--- src/rtl/cfgport_pkg.sv ---
package cfgport_pkg;
  localparam int unsigned DW = 8;
  localparam logic [7:0] IDX_PORT  = 8'h22;
  localparam logic [7:0] DATA_PORT = 8'h23;
  localparam logic [7:0] CTRL_IDX  = 8'hC3;
  localparam logic [7:0] GFX_IDX   = 8'hB8;
  localparam logic [7:0] IDLE_DATA = 8'hFF;

  typedef struct packed {
    logic idx_wr;
    logic dat_rd;
    logic dat_wr;
    logic dat_sel;
  } port_cmd_t;
endpackage

--- src/rtl/cfgport_rst_sync.sv ---
module cfgport_rst_sync #(
  parameter int unsigned STAGES = 2
) (
  input  logic clk,
  input  logic rst_n,
  output logic rst_sync_n
);
  logic [STAGES-1:0] chain_q;
  logic [STAGES-1:0] chain_d;

  always_comb begin
    chain_d = {chain_q[STAGES-2:0], 1'b1};
  end

  always_ff @(posedge clk or negedge rst_n) begin
    if (!rst_n) chain_q <= '0;
    else        chain_q <= chain_d;
  end

  assign rst_sync_n = chain_q[STAGES-1];
endmodule

--- src/rtl/cfgport_decode.sv ---
module cfgport_decode
  import cfgport_pkg::*;
#(
  parameter logic [7:0] INDEX_ADDR = IDX_PORT,
  parameter logic [7:0] DATA_ADDR  = DATA_PORT
) (
  input  logic      [7:0] io_addr,
  input  logic            io_rd,
  input  logic            io_wr,
  output port_cmd_t       cmd
);
  logic hit_idx;
  logic hit_dat;

  always_comb begin
    hit_idx     = (io_addr == INDEX_ADDR);
    hit_dat     = (io_addr == DATA_ADDR);
    cmd.idx_wr  = hit_idx & io_wr;
    cmd.dat_rd  = hit_dat & io_rd;
    cmd.dat_wr  = hit_dat & io_wr;
    cmd.dat_sel = hit_dat;
  end
endmodule

--- src/rtl/cfgport_index.sv ---
module cfgport_index
  import cfgport_pkg::*;
#(
  parameter int unsigned IW = 8
) (
  input  logic          clk,
  input  logic          rst_n,
  input  logic          idx_wr,
  input  logic          dat_access,
  input  logic [IW-1:0] wdata,
  output logic [IW-1:0] idx,
  output logic          idx_valid
);
  logic [IW-1:0] idx_q, idx_d;
  logic          vld_q, vld_d;
  logic          idx_en;

  always_comb begin
    idx_en = idx_wr;
    idx_d  = wdata;
    vld_d  = vld_q;
    if (idx_wr)          vld_d = 1'b1;
    else if (dat_access) vld_d = 1'b0;
  end

  always_ff @(posedge clk or negedge rst_n) begin
    if (!rst_n)      idx_q <= '0;
    else if (idx_en) idx_q <= idx_d;
  end

  always_ff @(posedge clk or negedge rst_n) begin
    if (!rst_n) vld_q <= 1'b0;
    else        vld_q <= vld_d;
  end

  assign idx       = idx_q;
  assign idx_valid = vld_q;

  // an index write is held and armed on the following cycle
  assert_index_capture_R2: assert property (@(posedge clk) disable iff (!rst_n)
    idx_wr |=> (idx_valid && idx == $past(wdata)));

  // a data access with no fresh index leaves the port disarmed
  assert_index_consumed_R3: assert property (@(posedge clk) disable iff (!rst_n)
    (dat_access && !idx_wr) |=> !idx_valid);
endmodule

--- src/rtl/cfgport_bank.sv ---
module cfgport_bank
  import cfgport_pkg::*;
#(
  parameter int unsigned NUM_SPARE  = 4,
  parameter logic [7:0]  SPARE_BASE = 8'hE8,
  parameter int unsigned UNLOCK_BIT = 4,
  parameter logic [7:0]  CTRL_RST   = 8'h00,
  parameter logic [7:0]  GFX_RST    = 8'h01,
  parameter int unsigned SEL_W      = 2
) (
  input  logic             clk,
  input  logic             rst_n,
  input  logic             wr_req,
  input  logic [7:0]       idx,
  input  logic             idx_valid,
  input  logic [DW-1:0]    wdata,
  output logic [DW-1:0]    rd_value,
  output logic             rd_ok,
  output logic [SEL_W-1:0] base_sel
);
  localparam int unsigned SPW = (NUM_SPARE > 1) ? $clog2(NUM_SPARE) : 1;

  logic [DW-1:0] ctrl_q, ctrl_d;
  logic [DW-1:0] gfx_q, gfx_d;
  logic          ctrl_en, gfx_en;
  logic          unlocked;
  logic          hit_ctrl, hit_gfx, hit_spare;
  logic [SPW-1:0] spare_sel;
  logic [DW-1:0] spare_q [NUM_SPARE];
  logic [NUM_SPARE-1:0] spare_hit;
  logic [NUM_SPARE-1:0] spare_en;

  assign unlocked = ctrl_q[UNLOCK_BIT];

  always_comb begin
    hit_ctrl  = idx_valid && (idx == CTRL_IDX);
    hit_gfx   = idx_valid && (idx == GFX_IDX);
    hit_spare = idx_valid && (|spare_hit);
    ctrl_en   = wr_req && hit_ctrl;
    gfx_en    = wr_req && hit_gfx && unlocked;
    ctrl_d    = wdata;
    gfx_d     = wdata;
  end

  always_ff @(posedge clk or negedge rst_n) begin
    if (!rst_n)       ctrl_q <= CTRL_RST;
    else if (ctrl_en) ctrl_q <= ctrl_d;
  end

  always_ff @(posedge clk or negedge rst_n) begin
    if (!rst_n)      gfx_q <= GFX_RST;
    else if (gfx_en) gfx_q <= gfx_d;
  end

  for (genvar g = 0; g < NUM_SPARE; g++) begin : g_spare
    logic [DW-1:0] sp_d;
    always_comb begin
      spare_hit[g] = (idx == (SPARE_BASE + 8'(g)));
      spare_en[g]  = wr_req && idx_valid && spare_hit[g] && unlocked;
      sp_d         = wdata;
    end
    always_ff @(posedge clk or negedge rst_n) begin
      if (!rst_n)           spare_q[g] <= '0;
      else if (spare_en[g]) spare_q[g] <= sp_d;
    end
  end

  always_comb begin
    spare_sel = '0;
    for (int i = 0; i < NUM_SPARE; i++) begin
      if (spare_hit[i]) spare_sel = SPW'(i);
    end
  end

  always_comb begin
    rd_value = IDLE_DATA;
    rd_ok    = 1'b0;
    if (hit_ctrl) begin
      rd_value = ctrl_q;
      rd_ok    = 1'b1;
    end else if (hit_gfx && unlocked) begin
      rd_value = gfx_q;
      rd_ok    = 1'b1;
    end else if (hit_spare && unlocked) begin
      rd_value = spare_q[spare_sel];
      rd_ok    = 1'b1;
    end
  end

  assign base_sel = gfx_q[SEL_W-1:0];

  // the control register takes every write aimed at it
  assert_ctrl_always_open_R4: assert property (@(posedge clk) disable iff (!rst_n)
    (wr_req && idx_valid && idx == CTRL_IDX) |=> (ctrl_q == $past(wdata)));

  // a locked write leaves the graphics configuration unchanged
  assert_gfx_locked_R5: assert property (@(posedge clk) disable iff (!rst_n)
    (wr_req && !ctrl_q[UNLOCK_BIT]) |=> $stable(gfx_q));

  // an unlocked write to the graphics configuration is stored
  assert_gfx_open_R6: assert property (@(posedge clk) disable iff (!rst_n)
    (wr_req && idx_valid && idx == GFX_IDX && ctrl_q[UNLOCK_BIT])
      |=> (gfx_q == $past(wdata)));

  // at most one register is addressed by any index
  assert_single_target_R8: assert property (@(posedge clk) disable iff (!rst_n)
    $onehot0({hit_ctrl, hit_gfx, hit_spare}));
endmodule

--- src/rtl/cfgport_top.sv ---
module cfgport_top
  import cfgport_pkg::*;
#(
  parameter int unsigned NUM_SPARE  = 4,
  parameter logic [7:0]  SPARE_BASE = 8'hE8,
  parameter int unsigned UNLOCK_BIT = 4,
  parameter int unsigned ADDR_W     = 32,
  parameter int unsigned SEL_W      = 2
) (
  input  logic              clk,
  input  logic              rst_n,
  input  logic [7:0]        io_addr,
  input  logic [DW-1:0]     io_wdata,
  input  logic              io_rd,
  input  logic              io_wr,
  output logic [DW-1:0]     io_rdata,
  output logic [ADDR_W-1:0] gfx_base
);
  localparam int unsigned LOW_W = ADDR_W - SEL_W;

  logic             rst_sync_n;
  port_cmd_t        cmd;
  logic [7:0]       idx;
  logic             idx_valid;
  logic [DW-1:0]    bank_val;
  logic             bank_ok;
  logic [SEL_W-1:0] sel;
  logic             dat_access;

  cfgport_rst_sync #(.STAGES(2)) u_rst (
    .clk(clk), .rst_n(rst_n), .rst_sync_n(rst_sync_n)
  );

  cfgport_decode u_dec (
    .io_addr(io_addr), .io_rd(io_rd), .io_wr(io_wr), .cmd(cmd)
  );

  assign dat_access = cmd.dat_rd | cmd.dat_wr;

  cfgport_index #(.IW(8)) u_idx (
    .clk(clk), .rst_n(rst_sync_n), .idx_wr(cmd.idx_wr),
    .dat_access(dat_access), .wdata(io_wdata),
    .idx(idx), .idx_valid(idx_valid)
  );

  cfgport_bank #(
    .NUM_SPARE(NUM_SPARE), .SPARE_BASE(SPARE_BASE),
    .UNLOCK_BIT(UNLOCK_BIT), .SEL_W(SEL_W)
  ) u_bank (
    .clk(clk), .rst_n(rst_sync_n), .wr_req(cmd.dat_wr),
    .idx(idx), .idx_valid(idx_valid), .wdata(io_wdata),
    .rd_value(bank_val), .rd_ok(bank_ok), .base_sel(sel)
  );

  always_comb begin
    io_rdata = IDLE_DATA;
    if (cmd.dat_sel && bank_ok) io_rdata = bank_val;
  end

  assign gfx_base = {sel, {LOW_W{1'b0}}};

  // a data read with no armed index returns the idle pattern
  assert_spent_read_R3: assert property (@(posedge clk) disable iff (!rst_sync_n)
    (cmd.dat_rd && !idx_valid) |-> (io_rdata == IDLE_DATA));

  // reads away from the data port return the idle pattern
  assert_other_port_R9: assert property (@(posedge clk) disable iff (!rst_sync_n)
    (io_rd && io_addr != DATA_PORT) |-> (io_rdata == IDLE_DATA));

  // the base output tracks the last accepted select value
  assert_base_follow_R7: assert property (@(posedge clk) disable iff (!rst_sync_n)
    (!cmd.dat_wr) |=> $stable(gfx_base));
endmodule

--- config.mk ---
export PLATFORM = sky130hd
export DESIGN_NAME = cfgport_top
export DESIGN_NICKNAME = d
export VERILOG_FILES = /design/src/rtl/cfgport_pkg.sv /design/src/rtl/cfgport_rst_sync.sv /design/src/rtl/cfgport_decode.sv /design/src/rtl/cfgport_index.sv /design/src/rtl/cfgport_bank.sv /design/src/rtl/cfgport_top.sv
export SDC_FILE = /design/constraint.sdc
export NUM_CORES = 1
export LEC_CHECK = 0
export ABC_AREA = 0
export ABC_CLOCK_PERIOD_IN_PS = 2500
export BUFFER_PORTS_ARGS = -buffer_cell sky130_fd_sc_hd__buf_4
export CORE_MARGIN = 8
export CORE_UTILIZATION = 45
export CTS_BUF_LIST = sky130_fd_sc_hd__clkbuf_8
export CTS_CLUSTER_DIAMETER = 100
export DETAILED_ROUTE_END_ITERATION = 10
export PLACE_DENSITY = 0.67
export REMOVE_ABC_BUFFERS = 1
export SETUP_SLACK_MARGIN = 0.4
export SYNTH_ARGS = -nofsm -noshare
export SYNTH_HDL_FRONTEND = slang
export SYNTH_SLANG_ARGS = --single-unit
--- constraint.sdc ---
create_clock -name clk -period 2.5 [get_ports clk]
set_input_delay 0.5 -clock clk [delete_from_list [all_inputs] [get_ports clk]]
set_output_delay 0.5 -clock clk [all_outputs]
set_load 0.02 [all_outputs]
======== Word-level counts from Yosys, hierarchy flattened ========
Cells that the tools add are included.
cells by class
  multiplexer cells ....................... 15
  bitwise operators ....................... 5
  equality and inequality tests ........... 8
  $lt $le $gt $ge ......................... 1
  reduce and logical (&&, ||, !) cells .... 20
operator list
  cell                                                       count
  == test 8 bit (second input constant)                      6
  two-way mux 8 bit                                          6
  logical AND 1 bit                                          18
  binary-select mux 8 bit (select 2 bit)                     1
  == test 8 x 6 -> 1 bit (second input constant)             2
  two-way mux 1 bit                                          6
  two-way mux 2 bit                                          2
  OR reduction 4 bit                                         1
  bitwise AND 1 bit                                          3
  greater-or-equal comparator 3 bit (second input constant)  1
  inverter 2 -> 3 bit                                        1
  nonzero test 2 bit                                         1
  OR 1 bit                                                   1
word-level totals
  flip-flop bits (word level) ............. 59
  output and inout bits ................... 40
  word-level logic and storage cells ...... 58

======== Longest topological paths before layout ========
Gate-level depths: netlist of the first run.
  word-level depth ........................ 12
  mapped depth ............................ 6

======== Cells and area by module ========
Synthesis of the first run repeated with hierarchy kept, for this count alone.
unflattened totals
  cell total of the unflattened synthesis .. 260
  area, all modules ....................... 3183.1 um^2
by module, submodules not included
  module            area an instance (um^2)  cells each  times used
  cfgport_bank      2378.5                   184         1
  cfgport_index     369.1                    20          1
  cfgport_top       305.3                    42          1
  cfgport_decode    76.3                     11          1
  cfgport_rst_sync  53.8                     3           1

======== Least setup slack after synthesis of the first run ========
Ideal clock, no wire load.
  path type ............................... register -> output
  from .................................... reg u_idx.idx_q[0] (netlist: u_idx.idx[0])
  to ...................................... out io_rdata[6]
  arrival ................................. 2.038 ns
  stages on the path, launching flop included .. 6
  required time ........................... 2.000 ns
  setup slack ............................. -0.038 ns
  cells stage by stage .................... dfrtp_1 > inv_1 > clkbuf_1 > nor3b_2 > a221oi_1 > o311ai_0
between the ends
  longest elaborated chain between the ends .. 12
  elaborated cells between the ends (all ways) .. 27
  classes of those cells .................. eq/ne (6); mux (13); bitwise (1); reduce/logical (7)
ends and longest elaborated chain
  element                                               RTL line             RTL
  start, declared                                       cfgport_index.sv:14  logic [IW-1:0] idx_q, idx_d;
  start signal, assigned                                cfgport_index.sv:28  else if (idx_en) idx_q <= idx_d;
  == test 8 bit                                         cfgport_bank.sv:58   spare_hit[g] = (idx == (SPARE_BASE + 8'(g)));
  two-way mux 1 bit                                     cfgport_bank.sv:71   if (spare_hit[i]) spare_sel = SPW'(i);
  two-way mux 2 bit (2 in a row)                        cfgport_bank.sv:71
  inverter 2 -> 3 bit (not written as such)             cfgport_bank.sv:85   rd_value = spare_q[spare_sel];
  binary-select mux 8 bit (select 2 bit)                cfgport_bank.sv:85
  two-way mux 8 bit (not written as such) (2 in a row)  cfgport_bank.sv:85
  two-way mux 8 bit                                     cfgport_bank.sv:84   end else if (hit_spare && unlocked) begin
  two-way mux 8 bit                                     cfgport_bank.sv:81   end else if (hit_gfx && unlocked) begin
  two-way mux 8 bit                                     cfgport_bank.sv:78   if (hit_ctrl) begin
  two-way mux 8 bit *                                   cfgport_top.sv:57    if (cmd.dat_sel && bank_ok) io_rdata = bank_val;
  end, declared                                         cfgport_top.sv:16    output logic [DW-1:0] io_rdata,
Every way passes the cells marked *; elsewhere a longest branch is shown, timed or not. The select of a mux whose other input is x is not followed.

======== Worst setup path in the final report of the first run ========
  from .................................... reg u_idx.idx_q[0] (netlist: u_idx.idx[0])
  to ...................................... out io_rdata[4]
The elaborated chain is that of the path after synthesis.

==> out/metrics.cfg, run 1 <==
[sta]
fin_crit_ps=2640
slew_headroom_pct=56.5
max_freq_mhz=379
tightest_slew_ps=652
fin_ws_ps=-137
period_share_pct=105
rsz0062_at_grt=true
fin_skew_ps=7.21
setup_viol=8
slew_violations=0
finalSetupTns_ps=-1040
hold_viol=0

[synthesis]
syn-instance-count=251
ys_ff_latch=59
synth_cell_types=41
synth_warnings=0
syn_avg_cell_area_um2=12.4
ys_seq_area_share_pct=47.6
synth_area_mm2=0.00310

[global_route]
grt_use_met3_pct=6.55
grt_max_degree=31
antenna_found_initial=0
grt-ovfl-total=0
grt_use_total_pct=15.8
grt_pass1_wl_um=11900
busiest_layer=met2
grt_pass1_vias=2271
grtUsageMet1_pct=18.1
grtUsageMet2_pct=25.9

[power_and_ir_drop]
p_leak_nw=1.86
power.total_w=0.00187
powerDensity_mw_per_mm2=505
ir_worst_vdd_uv=198

[clocking]
cts_root_buf=clkbuf_8
cts_made_buffers=9
clock_path_buffers=2
clkTransAtPathRegs_ps=60
cts_tree=built
htree_levels=3
clock-sinks=59
insertion_delay_ps=340

[routing]
wl_um=7300
drtIter0Drc=109
vias_per_cell=5.47
antenna_left=0
vias=2123
dr.pass1.iters=4
wl_per_cell_um=18.8
drc=0

[die]
start_util_pct=46.2
die_area_mm2=0.00981
num_rows=30
dieWidth_um=99.0
core_area_mm2=0.00672
die_h_um=99.0
ios=60

[setup_path]
reg2reg_slack_ps=430
crit_slowest_cell=or4_4
timing.rr.start=u_idx.idx[0]
crit_chain=or3b_4, or4_4, a21oi_2, buf_6, o311ai_1, buf_4
critPathMaxStageDelay_ps=440
crit_type=flip-flop to output port
crit_arrival_ps=2140
critPathCaptureType=output port
worstPathMaxFanout=5
cp-start-kind=flip-flop
worstRegToRegCells=5
r2r-end=u_bank.gfx_q[3]
worst_ep_required_time_ps=2000

[cells_and_area]
nNetsFinal=323
layout-drive-gt1-share_pct=48.1
ff_latch_area_mm2=0.00148
area_growth_pct=19.4
multiInputGateArea_mm2=0.00153
fill_cells=604
insertedDiodeCount=0

[outcome]
violations=setup timing
outcome=complete, but fails checks

[place]
pre_cts_slack_ps=98.2
gp_congestion=0.888
io_buffers=29
dp_hpwl_um=5170

[run]
max_cap_violations=0

[min_path]
hold_class=flip-flop to async pin

[placed cells by master, fill, tap and decap left out, types with 3 or more instances in the layout]
cell | synthesis | routed
buf_4 | 33 | 49
o311ai_1 | 0 | 4
a31oi_2 | 0 | 3
conb_1 | 2 | 31
a221oi_1 | 8 | 8
or3_1 | 18 | 17
o311ai_2 | 0 | 4
inv_1 | 1 | 4
nor2_2 | 0 | 3
clkbuf_8 | 0 | 11
mux2_4 | 8 | 8
a31oi_1 | 8 | 5
nor2_1 | 9 | 6
a21oi_1 | 4 | 3
mux2_2 | 47 | 47
nand2_1 | 9 | 7
dfrtp_1 | 58 | 57
[stage by stage]
step	util, %	instance area (um2)	hold slack, ps	std cells
after floorplan	-	2920	204	239
after global placement	50.8	3410	283	369
after detailed placement	50.8	3410	286	369
after CTS	54.3	3650	338	388
after global routing	55.2	3710	355	388
final	55.2	3710	303	388
[sequential cells by signal (all words and copies together) (netlist names)]
| name | flops |
|---|---|
| u_idx.idx | 8 |
| u_bank.ctrl_q | 8 |
| u_rst.chain_q | 2 |
| u_bank.spare_q | 32 |
| u_bank.gfx_q | 8 |
| u_idx.idx_valid | 1 |
[worst max-delay path: cells and delay by family, from the launching register on]
family / cells / cell delay [ps]
and+or+nand+nor: 2 / 840
buffers and inverters: 2 / 320
DFF: 1 / 390
AOI/OAI and AO/OA: 2 / 250
[layer usage]
| metal | vias up | wire (um) |
|---|---|---|
| li1 | 975 | - |
| met4 | 0 | 78 |
| met1 | 1072 | 2990 |
| met3 | 6 | 533 |
| met5 | - | 0 |
| met2 | 70 | 3710 |
[worst max path at each step]
| stage | start | end | slack, ps |
|---|---|---|---|
| final | u_idx.idx[0] | io_rdata[4] | -140 |
| after global routing | u_idx.idx[0] | io_rdata[7] | -220 |
| after CTS | u_idx.idx[0] | io_rdata[3] | -130 |
| after detailed placement | u_idx.idx[0] | io_rdata[1] | 100 |
| after global placement | u_idx.idx[0] | io_rdata[2] | 130 |
| after floorplan | u_idx.idx[0] | io_rdata[6] | -140 |
[Yosys cell counts, drive strengths merged]
cell type  number  area share [%]
dfrtp          58              47
mux2           56              21
buf            37             8.8
or3            18             3.6
nand2           9             1.1
nor2            9             1.1
a221oi          8             2.3
a31oi           8             1.6
o311ai          8             2.3
a21oi           4            0.65
clkbuf          4            0.48
nand3           3            0.65
nor3            3             1.2
and3            2            0.40
conb            2            0.24
nand4           2            0.60
nand4b          2            0.56
nor3b           2            0.65
nor4            2             1.4
or4             2            0.48
and3b           1            0.28
and4            1            0.28
dfstp           1            0.85
inv             1            0.12
nand2b          1            0.44
nand3b          1            0.24
nor2b           1            0.20
nor4b           1            0.48
nor4bb          1            0.32
o211ai          1            0.24
o21ai           1            0.16
or3b            1            0.28
[where the power goes]
group	internal (W)	leakage [nW]	total (W)	switching, W
Combinational	0.0000428	0.945	0.000131	0.0000881
Clock	0.000399	0.103	0.000760	0.000361
Sequential	0.000965	0.813	0.000982	0.0000172
Total	0.00141	1.86	0.00187	0.000466
[area by class of cell]
cell class,instances,share of cell area (%)
inverter,1,0.101
tap,80,2.70
multi-input combinational,179,41.3
sequential,59,39.9
clock buffer,11,4.09
clock inverter,5,0.574
timing repair buffer,53,11.3
[repair_timing]
action                                  4_1_cts  5_1_grt
hold endpoints to repair                      2        0
cloned                                        0        0
buffers inserted                              2        0
endpoints found under the setup margin       31       21
resized for setup                            18       11
hold buffers                                  1        0
[cells by family (layout without fill, tap and decap cells)]
| group | count (synthesis) | after routing | synth area share [%] |
|---|---|---|---|
| other | 2 | 31 | 0.242 |
| multiplexers | 56 | 56 | 21.3 |
| flip-flops | 59 | 59 | 47.6 |
| AND/OR/NAND/NOR | 62 | 62 | 14.3 |
| buffers and inverters | 42 | 70 | 9.39 |
| AO/OA/AOI/OAI | 30 | 30 | 7.18 |
Power figures use the tool's default switching activity.
==> inputs of run 2 (changes only) <==
==> constraint.sdc (replaced) <==
create_clock -name clk -period 2.5 [get_ports clk]
set_input_delay 0.25 -clock clk [delete_from_list [all_inputs] [get_ports clk]]
set_output_delay 0.25 -clock clk [all_outputs]
set_load 0.02 [all_outputs]
==> run 2 against run 1 <==
Against the previous run:
- the flow now finishes without violations
- fmax is 7.4% higher
- sequential power down 0.7%
- via count shrank 0.57%
- clock skew about the same
- critical path type unchanged
- largest cell class unchanged
- highest routed layer unchanged
==> out/metrics.cfg, run 2 (same netlist as run 1, synthesis figures left out) <==
[power_and_ir_drop]
powerDensity_mw_per_mm2=497  ; -1.7%
clockPowerShare_pct=38.4  ; -2.2 points
ir_worst_vdd_uv=198  ; -0.14%
p_leak_nw=1.82  ; -2.0%
internal_power_w=0.00135  ; -4.4%
power_frac_seq_pct=54.0  ; +1.6 points
pwr-share-comb_pct=7.5  ; +0.5 points
power.switching_w=0.000460  ; -1.2%
p_sw_share_pct=25.5  ; +0.61 points

[setup_path]
crit_arrival_ps=2210  ; +70 ps
critPathCaptureType=output port
crit_type=flip-flop to output port
cp-start-kind=flip-flop
startpoint=u_idx.idx[0]
worstPathMaxFanout=5  ; unchanged
worst_ep_required_time_ps=2250  ; +250 ps
timing.rr.start=u_idx.idx[0]

[clocking]
htree_levels=3  ; unchanged
cts_root_buf=clkbuf_8
clock-sinks=59  ; unchanged
clkTransAtPathRegs_ps=60  ; about the same
cts_tree=built
clock_path_buffers=2  ; unchanged
cts_made_buffers=9  ; unchanged
insertion_delay_ps=340  ; about the same

[cells_and_area]
regMostFlops=u_bank.spare_q
nNetsFinal=317  ; -1.9%
largest_register_ffs=32  ; unchanged
layout.cells.most_common=dfrtp_1
layout-drive-gt1-share_pct=47.4  ; -0.70 points
final_cell_mix=dfrtp_1 (54), mux2_2 (47), buf_4 (43)
insertedDiodeCount=0  ; unchanged
area_growth_pct=17.2

[sta]
setup_viol=0  ; -8
rsz0062_at_grt=true
fin_ws_ps=44.5  ; +181 ps
fin_crit_ps=2460  ; -181 ps
hold_viol=0  ; unchanged
fin_skew_ps=6.82  ; -0.385 ps
tightest_slew_ps=736  ; +84.0 ps
slew_violations=0  ; unchanged
hold_ws_ps=206  ; -97.3 ps
period_share_pct=98.2  ; -7.3 points
max_freq_mhz=407  ; +7.4%
slew_headroom_pct=50.9  ; -5.6 points

[place]
dp_hpwl_um=5000  ; -3.2%
gp_congestion=0.791  ; -11%
io_buffers=29  ; unchanged
pre_cts_slack_ps=253  ; +155 ps

[routing]
antenna_left=0  ; unchanged
drc=0  ; unchanged
wl_um=7250  ; -0.70%
dr.pass1.iters=4  ; unchanged
vias_per_cell=5.53  ; +1.0%
vias=2111  ; -0.57%
drtIter0Drc=98  ; -10%
wl_per_cell_um=19.0  ; +0.86%

[outcome]
outcome=finished, final reports clean

[die]
num_rows=30  ; unchanged
ios=60  ; unchanged
core_area_mm2=0.00672  ; unchanged
die_area_mm2=0.00981  ; unchanged
start_util_pct=46.2  ; unchanged
dieWidth_um=99.0  ; unchanged
die_h_um=99.0  ; unchanged

[min_path]
hold_class=input pin to flip-flop
min_from=io_wdata[3]

[global_route]
grt_pass1_wl_um=11300  ; -5.2%
grt_use_total_pct=15.1  ; -0.71 points
grt_pass1_vias=2100  ; -7.5%
antenna_found_initial=0  ; unchanged
grt_max_degree=58  ; +87%
grt-ovfl-total=0  ; unchanged

[run]
max_cap_violations=0  ; unchanged

## run 2: cell types whose count changed in the layout (fill, tap and decap cells not counted), sizes merged
cell    change
clkinv      +1
clkbuf      -2
buf         -6
inv         +1
## run 2: final cells by class
class	instances	area, um2
Sequential cell	59	1480
Clock buffer	9	124
Timing Repair Buffer	47	375
Inverter	1	3.75
Fill cell	567	3080
Tap cell	80	100
Clock inverter	7	30.0
Multi-Input combinational cell	179	1520
## run 2: worst paths after layout
path,cells after the start,to,slack (ps)
worst min register to register,0,u_rst.chain_q[1],350
worst min-delay path,2,u_bank.spare_q[27],210
min in group asynchronous,2,u_rst.chain_q[1],220
max in group asynchronous,1,u_idx.idx[5],1590
worst max register to register,5,u_bank.gfx_q[3],380
worst max-delay path,6,io_rdata[0],40
## run 2: per-layer routing
| metal | track usage (%) | wire, um |
|---|---|---|
| met5 | 0 | 0 |
| met4 | 9.09 | 157 |
| met3 | 4.93 | 623 |
| met2 | 23.6 | 3510 |
| met1 | 17.7 | 2970 |
## run 2: through the flow
stage	utilization, %	cell area, um2	setup TNS (ps)	power, W	instances
2_1_floorplan	-	2920	0	0.00106	239
5_1_grt	54.1	3640	-58.8	0.00188	382
4_1_cts	53.0	3560	0	0.00183	380
3_3_place_gp	49.3	3310	0	0.00111	357
3_5_place_dp	49.3	3310	0	0.00112	357
6_report	54.1	3640	0	0.00181	382
## run 2: repair_timing
action,CTS,global route
endpoints found under the setup margin,48,42
pin swaps,2,2
gates resized for setup,19,11
setup buffers,6,2
hold buffers,1,0
hold endpoints to repair,2,0
## run 2: worst max-delay path: stages, from the launching register on
cell	delay (ps)
dfrtp_2	430
or3b_4	400
or4_4	460
a21oi_4	150
buf_6	150
o311ai_2	100
buf_4	180
## run 2: power by group through the flow
| stage | combinational [W] | sequential (W) | clock, W |
|---|---|---|---|
| after floorplan | 0.0000577 | 0.00100 | 0 |
| after global placement | 0.000122 | 0.000992 | 0 |
| after detailed placement | 0.000124 | 0.000992 | 0 |
| after CTS | 0.000134 | 0.000974 | 0.000724 |
| after global routing | 0.000148 | 0.000976 | 0.000761 |
| final | 0.000136 | 0.000975 | 0.000694 |
==> inputs of run 3 (changes only) <==
- ABC_AREA: 0 -> 1
- PLACE_DENSITY: 0.67 -> 0.66
==> run 3 against run 2 <==
Against the previous run:
- die area rose by 11%
- global-route usage up 1.6 points
- first-iteration DRC count grew 54%
- critical endpoint unchanged
- setup slack better by 300 ps
- largest power group unchanged
- cell count rose by 55%
- clock power rose by 8.1%
- non-clock buffer count increased by 1
==> out/metrics.cfg, run 3 <==
[global_route]
grt_max_degree=23  ; -60%
grt_pass1_wl_um=14500  ; +29%
grt-ovfl-total=0  ; unchanged
grt_use_total_pct=16.7  ; +1.6 points
grt_pass1_vias=2796  ; +33%
antenna_found_initial=0  ; unchanged

[sta]
max_freq_mhz=465  ; +14%
setup_viol=0  ; unchanged
fin_crit_ps=2150  ; -304 ps
slew_violations=0  ; unchanged
tightest_slew_ps=538  ; -198 ps
finalSetupTns_ps=0  ; unchanged
fin_skew_ps=8.73  ; +1.91 ps
rsz0062_at_grt=true
hold_viol=0  ; unchanged
hold_ws_ps=163  ; -42.3 ps
period_share_pct=86.1  ; -12 points
slew_headroom_pct=64.0  ; +13 points

[power_and_ir_drop]
powerDensity_mw_per_mm2=459  ; -7.6%
p_sw_share_pct=27.2  ; +1.8 points
clockPowerShare_pct=39.5  ; +1.1 points
power.switching_w=0.000517  ; +12%
pwr-share-comb_pct=8.9  ; +1.4 points
power.total_w=0.00190  ; +5.0%
power_frac_seq_pct=51.6  ; -2.4 points
p_leak_nw=2.09  ; +14%
internal_power_w=0.00138  ; +2.5%
ir_worst_vdd_uv=305  ; +54%

[synthesis]
synth_area_mm2=0.00351  ; +13%
synth_most_common_cell=nand2_1
yosys.area.top_type_share_pct=41.3  ; -5.5 points
ys_async_sr_fraction_pct=100  ; unchanged
ys_seq_area_share_pct=42.0  ; -5.6 points
synth-edff-count=0  ; unchanged
syn-instance-count=441  ; +76%
syn_avg_cell_area_um2=7.97  ; -36%
netlist_top_cells_count=nand2_1 (120), dfrtp_1 (58), inv_1 (52)
ys_ff_latch=59  ; unchanged
synth_cell_types=29  ; -29%
synth_flop_cell=dfrtp_1
synth_top_area_cell=dfrtp_1
yosys-top-cells-area=dfrtp_1 (41%), nand2_1 (13%), buf_4 (7.0%)
synth_warnings=0  ; unchanged

[setup_path]
crit_type=flip-flop to output port
worst_ep_required_time_ps=2250  ; about the same
crit_chain=inv_2, nand2_2, nor2_4, buf_8, nand3_4, nand2_2, nand3_2, nand3_2, nand2_1, nand2_1, buf_4
crit_arrival_ps=1900  ; -310 ps
cp-start-kind=flip-flop
critPathMaxStageDelay_ps=400  ; -60 ps
critPathCaptureType=output port
worstPathMaxFanout=8  ; +3
crit_slowest_cell=dfrtp_1

[clocking]
cts_tree=built
clkTransAtPathRegs_ps=70  ; about the same
cts_made_buffers=9  ; unchanged
insertion_delay_ps=340  ; about the same
clock_path_buffers=2  ; unchanged
htree_levels=3  ; unchanged
cts_root_buf=clkbuf_8
clock-sinks=59  ; unchanged

[cells_and_area]
final_cell_mix=nand2_1 (105), dfrtp_1 (54), inv_1 (52)
largest_register_ffs=32  ; unchanged
nNetsFinal=504  ; +59%
area_growth_pct=17.6
layout.cells.most_common=nand2_1
insertedDiodeCount=0  ; unchanged
regMostFlops=u_bank.spare_q
layout-drive-gt1-share_pct=28.2  ; -19 points

[routing]
drc=0  ; unchanged
dr.pass1.iters=5  ; +1
wl_per_cell_um=14.7  ; -22%
vias_per_cell=4.89  ; -12%
drtIter0Drc=151  ; +54%
wl_um=8720  ; +20%
vias=2890  ; +37%
antenna_left=0  ; unchanged

[die]
ios=60  ; unchanged
dieWidth_um=104  ; +5.4%
die_area_mm2=0.0109  ; +11%
die_h_um=104  ; +5.4%
start_util_pct=46.0  ; -0.22 points
core_area_mm2=0.00765  ; +14%
num_rows=32  ; +6.7%

[place]
io_buffers=29  ; unchanged
gp_congestion=0.886  ; +12%
dp_hpwl_um=6020  ; +20%

[min_path]
hold_class=flip-flop to async pin

[outcome]
outcome=finished, final reports clean

[run]
max_cap_violations=0  ; unchanged

run 3: cell count changes after synthesis, moves of 9 or more:
cell	previous run	this run
o21ai_1	0	9
mux2_2	47	0
o21ai_2	0	15
inv_1	1	52
or3_1	18	0
nor2_1	9	39
nand4_1	1	25
nand3_1	2	20
nand2_1	9	120
o21ai_0	1	17
run 3: repair_timing:
action,CTS,global route
cloned,2,0
resized for setup,37,15
setup endpoints to repair,8,8
hold buffers,1,0
hold endpoints to repair,2,0
setup buffers,6,4
pin swaps,12,10
run 3: kinds of logic (layout without fill, tap and decap cells):
kind of cell | count (synthesis) | count (layout) | share of synthesized area [%]
AND/OR/NAND/NOR | 231 | 232 | 32.6
buffers and inverters | 100 | 118 | 16.0
flip-flops | 59 | 59 | 42.0
AO/OA/AOI/OAI | 49 | 49 | 9.08
other | 2 | 31 | 0.214
run 3: final cells by class:
class | count | area, um2
clock inverter | 6 | 26.3
tap | 102 | 128
inverter | 54 | 205
fill | 742 | 3510
sequential | 59 | 1480
multi-input combinational | 312 | 1730
clock buffer | 10 | 138
timing repair buffer | 48 | 425
run 3: per-layer routing:
layer / track usage, % / share of wire (%) / vias up
met3: 4.96 / 5.9 / 13
li1: - / - / 1430
met2: 25.9 / 48 / 91
met4: 7.14 / 1.9 / 0
met5: 0 / 0 / -
met1: 21.0 / 44 / 1356
run 3: critical path, delay by kind of cell (launching register included):
family                 cells  cell delay (ps)
flip-flops                 1              400
AND/OR/NAND/NOR            8              780
buffers and inverters      3              380
run 3: through the flow:
stage | cell area (um2) | util, % | worst slack (ps) | std cells
after detailed placement | 3660 | 47.9 | 448 | 562
after global routing | 4130 | 54.0 | 224 | 591
after floorplan | 3260 | - | 613 | 424
after global placement | 3660 | 47.9 | 474 | 562
after CTS | 4050 | 53.0 | 369 | 587
final | 4130 | 54.0 | 348 | 591
run 3: worst paths after layout:
path                                   from                  to  slack (ps)  depth (start not counted)
setup / recovery               u_idx.idx[4]         io_rdata[0]         350                         11
hold / removal             u_rst.chain_q[1]    u_bank.ctrl_q[0]         160                          0
setup reg to reg               u_idx.idx[0]     u_bank.gfx_q[4]         750                          7
hold reg to reg            u_rst.chain_q[1]    u_bank.ctrl_q[0]         160                          0
max in group asynchronous  u_rst.chain_q[1]        u_idx.idx[1]        1700                          1
min in group clk                io_wdata[7]  u_bank.spare_q[31]         170                          3
run 3: power groups by stage:
stage	Clock [W]	Combinational (W)	Sequential, W
2_1_floorplan	0	0.0000751	0.00101
3_3_place_gp	0	0.000148	0.000996
3_5_place_dp	0	0.000149	0.000996
4_1_cts	0.000760	0.000163	0.000978
5_1_grt	0.000807	0.000184	0.000980
6_report	0.000750	0.000168	0.000978
